$ cat config.mk
export PLATFORM = sky130hd
export DESIGN_NAME = fault_classifier
export DESIGN_NICKNAME = d
export VERILOG_FILES = /design/src/rtl/fc_pkg.sv /design/src/rtl/fc_trap_param.sv /design/src/rtl/fc_classify.sv /design/src/rtl/fault_classifier.sv
export SDC_FILE = /design/constraint.sdc
export NUM_CORES = 1
export LEC_CHECK = 0
export BUFFER_PORTS_ARGS = -buffer_cell sky130_fd_sc_hd__buf_2
export CAP_MARGIN = 20
export CORE_MARGIN = 2
export CORE_UTILIZATION = 54
export DETAILED_ROUTE_END_ITERATION = 7
export GPL_ROUTABILITY_DRIVEN = 1
export HOLD_SLACK_MARGIN = 0.06
export PLACE_DENSITY = 0.84
export SKIP_CTS_REPAIR_TIMING = 1
export SYNTH_ARGS = -nofsm -noshare
export SYNTH_HDL_FRONTEND = slang
export SYNTH_SLANG_ARGS = --single-unit
$ cat constraint.sdc
create_clock -name clk -period 2.2 [get_ports clk]
set_input_delay 0.22 -clock clk [delete_from_list [all_inputs] [get_ports clk]]
set_output_delay 0.22 -clock clk [all_outputs]
set_load 0.03 [all_outputs]
$ cat src/rtl/fc_pkg.sv
package fc_pkg;
    localparam int TASK_W = 4;
    localparam int REF_W  = 4;
    localparam int PAGE_W = 14;
    localparam int PARM_W = PAGE_W + 2;
    localparam int CODE_W = 8;
    localparam int CFG_W  = 16;
    localparam int TAG_W  = REF_W + 1;

    localparam int CFG_RESUME = 0;
    localparam int CFG_BUSPAR = 2;
    localparam int CFG_NOTIFY = 15;

    typedef enum logic [1:0] {
        ACT_CRASH  = 2'd0,
        ACT_NOTIFY = 2'd1,
        ACT_RESUME = 2'd2,
        ACT_IGNORE = 2'd3
    } act_e;

    typedef enum logic [1:0] {
        TP_NONE  = 2'd0,
        TP_OOB   = 2'd1,
        TP_PAGE  = 2'd2,
        TP_WPROT = 2'd3
    } tp_e;

    localparam logic [CODE_W-1:0] CC_NONE     = 8'h00;
    localparam logic [CODE_W-1:0] CC_BREAK    = 8'h01;
    localparam logic [CODE_W-1:0] CC_PARITY   = 8'h02;
    localparam logic [CODE_W-1:0] CC_STACK    = 8'h03;
    localparam logic [CODE_W-1:0] CC_MAP      = 8'h04;
    localparam logic [CODE_W-1:0] CC_STO      = 8'h05;
    localparam logic [CODE_W-1:0] CC_STO_BOTH = 8'h06;
    localparam logic [CODE_W-1:0] CC_MEM_NONE = 8'h07;
    localparam logic [CODE_W-1:0] CC_BUSPAR   = 8'h08;
    localparam logic [CODE_W-1:0] CC_OOB      = 8'h09;

    typedef struct packed {
        logic              stk;
        logic              cs_par;
        logic              rm_par;
        logic              mem;
        logic              oob;
        logic              bus_par;
        logic              sto_a;
        logic              sto_b;
        logic              map_a;
        logic              map_b;
        logic              dirty;
        logic [PAGE_W-1:0] page;
        logic [REF_W-1:0]  rtype;
        logic [TASK_W-1:0] task_id;
        logic              pol_resume;
        logic              pol_buspar;
        logic              pol_notify;
    } cap_t;

    typedef struct packed {
        act_e              act;
        logic [CODE_W-1:0] code;
        logic [PARM_W-1:0] parm;
        logic              emu;
        logic [TAG_W-1:0]  tag;
    } res_t;
endpackage

$ cat src/rtl/fc_trap_param.sv
module fc_trap_param
    import fc_pkg::*;
#(
    parameter int PG_W = PAGE_W,
    localparam int PM_W = PG_W + 2
) (
    input  tp_e             kind,
    input  logic [PG_W-1:0] page,
    output logic [PM_W-1:0] parm
);
    always_comb begin
        unique case (kind)
            TP_OOB:   parm = '1;
            TP_PAGE:  parm = {2'b00, page};
            TP_WPROT: parm = {2'b10, page};
            default:  parm = '0;
        endcase
    end
endmodule

$ cat src/rtl/fc_classify.sv
module fc_classify
    import fc_pkg::*;
(
    input  cap_t              c,
    output act_e              act,
    output logic [CODE_W-1:0] code,
    output tp_e               kind,
    output logic              emu,
    output logic [TAG_W-1:0]  tag
);
    logic [TAG_W-1:0] mem_tag;
    localparam logic [TAG_W-1:0] STACK_TAG = {1'b1, {REF_W{1'b0}}};

    assign mem_tag = {1'b0, c.rtype};

    always_comb begin
        act  = ACT_CRASH;
        code = CC_NONE;
        kind = TP_NONE;
        tag  = '0;
        if (c.cs_par || c.rm_par) begin
            code = CC_PARITY;
        end else if (c.mem) begin
            if (c.bus_par) begin
                if (c.pol_buspar) code = CC_BUSPAR;
                else              act  = ACT_IGNORE;
            end else if (c.oob) begin
                if (c.pol_notify) begin
                    act  = ACT_NOTIFY;
                    kind = TP_OOB;
                    tag  = mem_tag;
                end else begin
                    code = CC_OOB;
                end
            end else if (c.sto_a && c.sto_b) begin
                code = CC_STO_BOTH;
            end else if (c.sto_a || c.sto_b) begin
                if (c.pol_resume) act  = ACT_RESUME;
                else              code = CC_STO;
            end else if (c.map_a || c.map_b) begin
                if (c.pol_notify) begin
                    act  = ACT_NOTIFY;
                    kind = c.dirty ? TP_PAGE : TP_WPROT;
                    tag  = mem_tag;
                end else begin
                    code = CC_MAP;
                end
            end else begin
                code = CC_MEM_NONE;
            end
        end else if (c.stk) begin
            if (c.pol_notify) begin
                act = ACT_NOTIFY;
                tag = STACK_TAG;
            end else begin
                code = CC_STACK;
            end
        end else begin
            code = CC_BREAK;
        end
        emu = (act == ACT_NOTIFY) && (c.task_id == '0);
    end
endmodule

$ cat src/rtl/fault_classifier.sv
module fault_classifier
    import fc_pkg::*;
(
    input  logic              clk,
    input  logic              rst_n,
    input  logic              start,
    input  logic              err_stack,
    input  logic              err_cs_parity,
    input  logic              err_rm_parity,
    input  logic              err_mem,
    input  logic              mem_oob,
    input  logic              mem_bus_parity,
    input  logic              sto_err_a,
    input  logic              sto_err_b,
    input  logic              map_err_a,
    input  logic              map_err_b,
    input  logic              map_dirty,
    input  logic [13:0]       vpage,
    input  logic [3:0]        ref_type,
    input  logic [3:0]        task_id,
    input  logic [15:0]       cfg,
    output logic              busy,
    output logic              result_valid,
    output logic [1:0]        action,
    output logic [7:0]        crash_code,
    output logic [15:0]       trap_param,
    output logic              notify_emu,
    output logic [4:0]        fault_tag
);
    typedef struct packed {
        logic busy;
        logic valid;
        cap_t cap;
        res_t res;
    } state_t;

    state_t            st_q, st_d;
    cap_t              cap_in;
    act_e              cl_act;
    logic [CODE_W-1:0] cl_code;
    tp_e               cl_kind;
    logic              cl_emu;
    logic [TAG_W-1:0]  cl_tag;
    logic [PARM_W-1:0] tp_parm;
    logic              accept;

    always_comb begin
        cap_in.stk        = err_stack;
        cap_in.cs_par     = err_cs_parity;
        cap_in.rm_par     = err_rm_parity;
        cap_in.mem        = err_mem;
        cap_in.oob        = mem_oob;
        cap_in.bus_par    = mem_bus_parity;
        cap_in.sto_a      = sto_err_a;
        cap_in.sto_b      = sto_err_b;
        cap_in.map_a      = map_err_a;
        cap_in.map_b      = map_err_b;
        cap_in.dirty      = map_dirty;
        cap_in.page       = vpage;
        cap_in.rtype      = ref_type;
        cap_in.task_id    = task_id;
        cap_in.pol_resume = cfg[CFG_RESUME];
        cap_in.pol_buspar = cfg[CFG_BUSPAR];
        cap_in.pol_notify = cfg[CFG_NOTIFY];
    end

    fc_classify i_classify (
        .c    (st_q.cap),
        .act  (cl_act),
        .code (cl_code),
        .kind (cl_kind),
        .emu  (cl_emu),
        .tag  (cl_tag)
    );

    fc_trap_param #(.PG_W(PAGE_W)) i_trap_param (
        .kind (cl_kind),
        .page (st_q.cap.page),
        .parm (tp_parm)
    );

    assign accept = start && !st_q.busy;

    always_comb begin
        st_d       = st_q;
        st_d.busy  = accept;
        st_d.valid = st_q.busy;
        if (accept) st_d.cap = cap_in;
        if (st_q.busy) begin
            st_d.res.act  = cl_act;
            st_d.res.code = cl_code;
            st_d.res.parm = tp_parm;
            st_d.res.emu  = cl_emu;
            st_d.res.tag  = cl_tag;
        end
    end

    always_ff @(posedge clk) begin
        if (!rst_n) st_q <= '0;
        else        st_q <= st_d;
    end

    assign busy         = st_q.busy;
    assign result_valid = st_q.valid;
    assign action       = st_q.res.act;
    assign crash_code   = st_q.res.code;
    assign trap_param   = st_q.res.parm;
    assign notify_emu   = st_q.res.emu;
    assign fault_tag    = st_q.res.tag;

    p_busy_then_valid_r1: assert property (@(posedge clk) disable iff (!rst_n)
        busy |=> (result_valid && !busy));

    p_start_ignored_r2: assert property (@(posedge clk) disable iff (!rst_n)
        (busy && start) |=> ($stable(st_q.cap) && !busy));

    p_parity_crash_r3: assert property (@(posedge clk) disable iff (!rst_n)
        (result_valid && (st_q.cap.cs_par || st_q.cap.rm_par))
        |-> (action == ACT_CRASH && crash_code == CC_PARITY));

    p_wprot_top_bits_r9: assert property (@(posedge clk) disable iff (!rst_n)
        (result_valid && action == ACT_NOTIFY && trap_param[PARM_W-1] && !(&trap_param))
        |-> !trap_param[PARM_W-2]);

    p_emu_target_r11: assert property (@(posedge clk) disable iff (!rst_n)
        result_valid |-> (notify_emu == (action == ACT_NOTIFY && st_q.cap.task_id == '0)));

    p_stack_tag_r12: assert property (@(posedge clk) disable iff (!rst_n)
        (result_valid && fault_tag[TAG_W-1]) |-> (action == ACT_NOTIFY && trap_param == '0));

    p_code_only_on_crash_r12: assert property (@(posedge clk) disable iff (!rst_n)
        (result_valid && action != ACT_CRASH) |-> (crash_code == CC_NONE));
endmodule

==> flow_summary.yaml <==
cells_and_area:
  final_util_pct: 65.6
  diodes: 0
  n_fill_cell: 430
  area_delta_synth_final_pct: 19.1
  seqCellArea_um2: 1320
  layout.nets: 427
  finalInstanceArea_um2: 3310
  drive_above_1_share_pct: 28.7
  multi_input_area_um2: 1270
detailed_routing:
  ant_nets: 0
  first_pass_iters: 4
  num_vias: 2296
  finalWirelength_um: 5950
  wl_per_cell_um: 13.2
  drtIter0Drc: 97
  route.detailed.drc: 0
  vias_per_cell: 5.10
placement:
  gp_congestion: 0.841
  place_hpwl_um: 4200
  port-buffer-count: 68
  placed_cell_area_um2: 3100
timing:
  fin_crit_sh_pct: 74.8
  finClkSkew_ps: 6.75
  tightest_slew_ps: 764
  finalSetupViolations: 0
  slew_headroom_pct: 48.7
  rsz0062_at_grt: "false"
  setup_tns_ps: 0
  hold_violations: 0
  max_freq_mhz: 607
  slew_viol_final: 0
  min_period_ps: 1650
yosys:
  ys_seq_elements: 66
  synth-edff-count: 0
  synth_area_um2: 2780
  synth_seq_area_share_pct: 47.6
  postSynthCellCount: 314
  synth_flop_cell: "dfxtp_1"
  ys_types: 42
  synth_warnings: 0
  syn_avg_cell_area_um2: 8.85
  ys_async_sr_fraction_pct: 0
grt:
  grt_use_met3_pct: 5.42
  grt_pass1_wl_um: 10200
  use_met1_pct: 31.4
  grt_max_degree: 32
  gr-total-overflow: 0
  grtUsageMet2_pct: 37.7
  gr-usage-all-layers_pct: 23.9
  busiest_layer: "met2"
  grt_pass1_vias: 2248
  antenna_found_initial: 0
cts:
  numCtsBuffers: 9
  clk_latency_ps: 340
  clock-sinks: 66
  clockBufferDepth: 2
  cts_tree: "done"
  htree_levels: 3
  clkTransAtPathRegs_ps: 80
  root_buffer: "clkbuf_8"
floorplan:
  num_rows: 26
  fp.dieH_um: 75.7
  die_x_um: 75.7
  dieArea_um2: 5730
  pin_count: 86
  initial_utilization_pct: 55.1
  core-area_um2: 5040
worst_hold_path:
  hold_class: "in2reg"
setup_path:
  crit_end: "trap_param[1]"
  path_max_fanout: 14
  worstPathRequired_ps: 2400
  critPathLaunchType: "register"
  path_class: "reg2reg"
  r2r-start: "st_q[62]"
  rr_worst_depth: 3
  ff2ff_setup_slack_ps: 550
  regToRegEndpoint: "trap_param[1]"
  crit_path_end_kind: "register"
  startpoint: "st_q[62]"
  cp.arrival_ps: 1840
power:
  vdd_drop_max_v: 0.000430
  p_per_area_nw_per_um2: 794
  p_leak_nw: 1.41
run:
  max_cap_violations: 0
status:
  status: "finished clean"
## logic make-up (layout without fill, tap and decap cells)
kind of cell	Yosys count	count (layout)	share of synthesized area [%]
AND/OR/NAND/NOR	121	121	20.9
AO/OA/AOI/OAI	92	92	23.9
flip-flops	66	66	47.6
buffers and inverters	33	96	7.12
other	1	4	0.135
XOR/XNOR	1	1	0.315
## synthesized netlist by cell type, types with 4 or more instances
cell type	count	share of area, %
a21oi_1	5	0.90
nand3_1	17	3.1
dfxtp_1	66	48
a22o_1	5	1.6
nand2b_1	5	1.1
buf_4	6	1.6
a21boi_0	6	1.6
a21boi_1	33	8.9
nand2_1	74	10
nor2_1	4	0.54
clkbuf_1	7	0.95
o21ai_0	17	3.1
buf_2	14	2.5
a21oi_2	10	3.2
## stage by stage
step           worst slack, ps  cells  power (W)  hold WS (ps)
2_1_floorplan              764    317    0.00155           355
3_3_place_gp               579    434    0.00162           430
3_5_place_dp               551    434    0.00163           437
4_1_cts                    523    450    0.00265          96.0
5_1_grt                    339    450    0.00275           119
6_report                   554    450    0.00263           106
## layout by cell type, fill, tap and decap left out, drive strengths merged, types with 2 or more instances in the layout
| master | count |
|---|---|
| clkinvlp | 3 |
| nor2b | 3 |
| a22o | 5 |
| a31oi | 2 |
| clkinv | 2 |
| clkbuf | 10 |
| conb | 4 |
| nor2 | 5 |
| inv | 2 |
| a21oi | 15 |
| nand2 | 74 |
| a32o | 3 |
| nor4 | 4 |
| nand3 | 17 |
| a21o | 3 |
| dfxtp | 66 |
| and3b | 2 |
| and2 | 3 |
| a211oi | 2 |
| buf | 78 |
| a21boi | 40 |
| nand2b | 5 |
| nor3b | 2 |
| o21ai | 19 |
## flip-flops by register name, summed over array words and instances, names as in the netlist
signal / cells
trap_param: 16
fault_tag: 5
crash_code: 4
st_q: 36
action: 2
busy: 1
notify_emu: 1
result_valid: 1
## critical path: stages (launching register included)
cell      delay (ps)
dfxtp_1          430
and4b_1          390
a21boi_4         540
a21oi_1          140
## metal layers
metal	routed length [µm]	vias up
met4	86	0
met3	331	7
met1	2790	1027
li1	-	1189
met5	0	-
met2	2750	73
## layout make-up
| cell class | instances | share of cell area [%] |
|---|---|---|
| Multi-Input combinational cell | 218 | 38.5 |
| Tap cell | 70 | 2.65 |
| Timing Repair Buffer | 78 | 12.6 |
| Clock inverter | 6 | 2.00 |
| Clock buffer | 10 | 4.16 |
| Inverter | 2 | 0.227 |
| Sequential cell | 66 | 39.9 |
## worst min-delay path by stage
stage | start | slack [ps] | end | cells past startpoint
detailed placement | action[0] | 440 | action[0] | 1
global route | cfg[0] | 120 | st_q[34] | 3
global placement | action[0] | 430 | action[0] | 1
floorplan | task_id[0] | 350 | st_q[35] | 2
finish | vpage[8] | 110 | st_q[51] | 3
CTS | vpage[8] | 100 | st_q[51] | 3
## report_power, final
part | total (W) | switching, W | internal (W) | leakage, nW
clock | 0.00102 | 0.000471 | 0.000553 | 0.0945
combinational | 0.000302 | 0.000184 | 0.000118 | 0.778
sequential | 0.00130 | 0.0000482 | 0.00125 | 0.540
total | 0.00263 | 0.000703 | 0.00192 | 1.41
No activity file was read; power rests on OpenSTA's default activity.
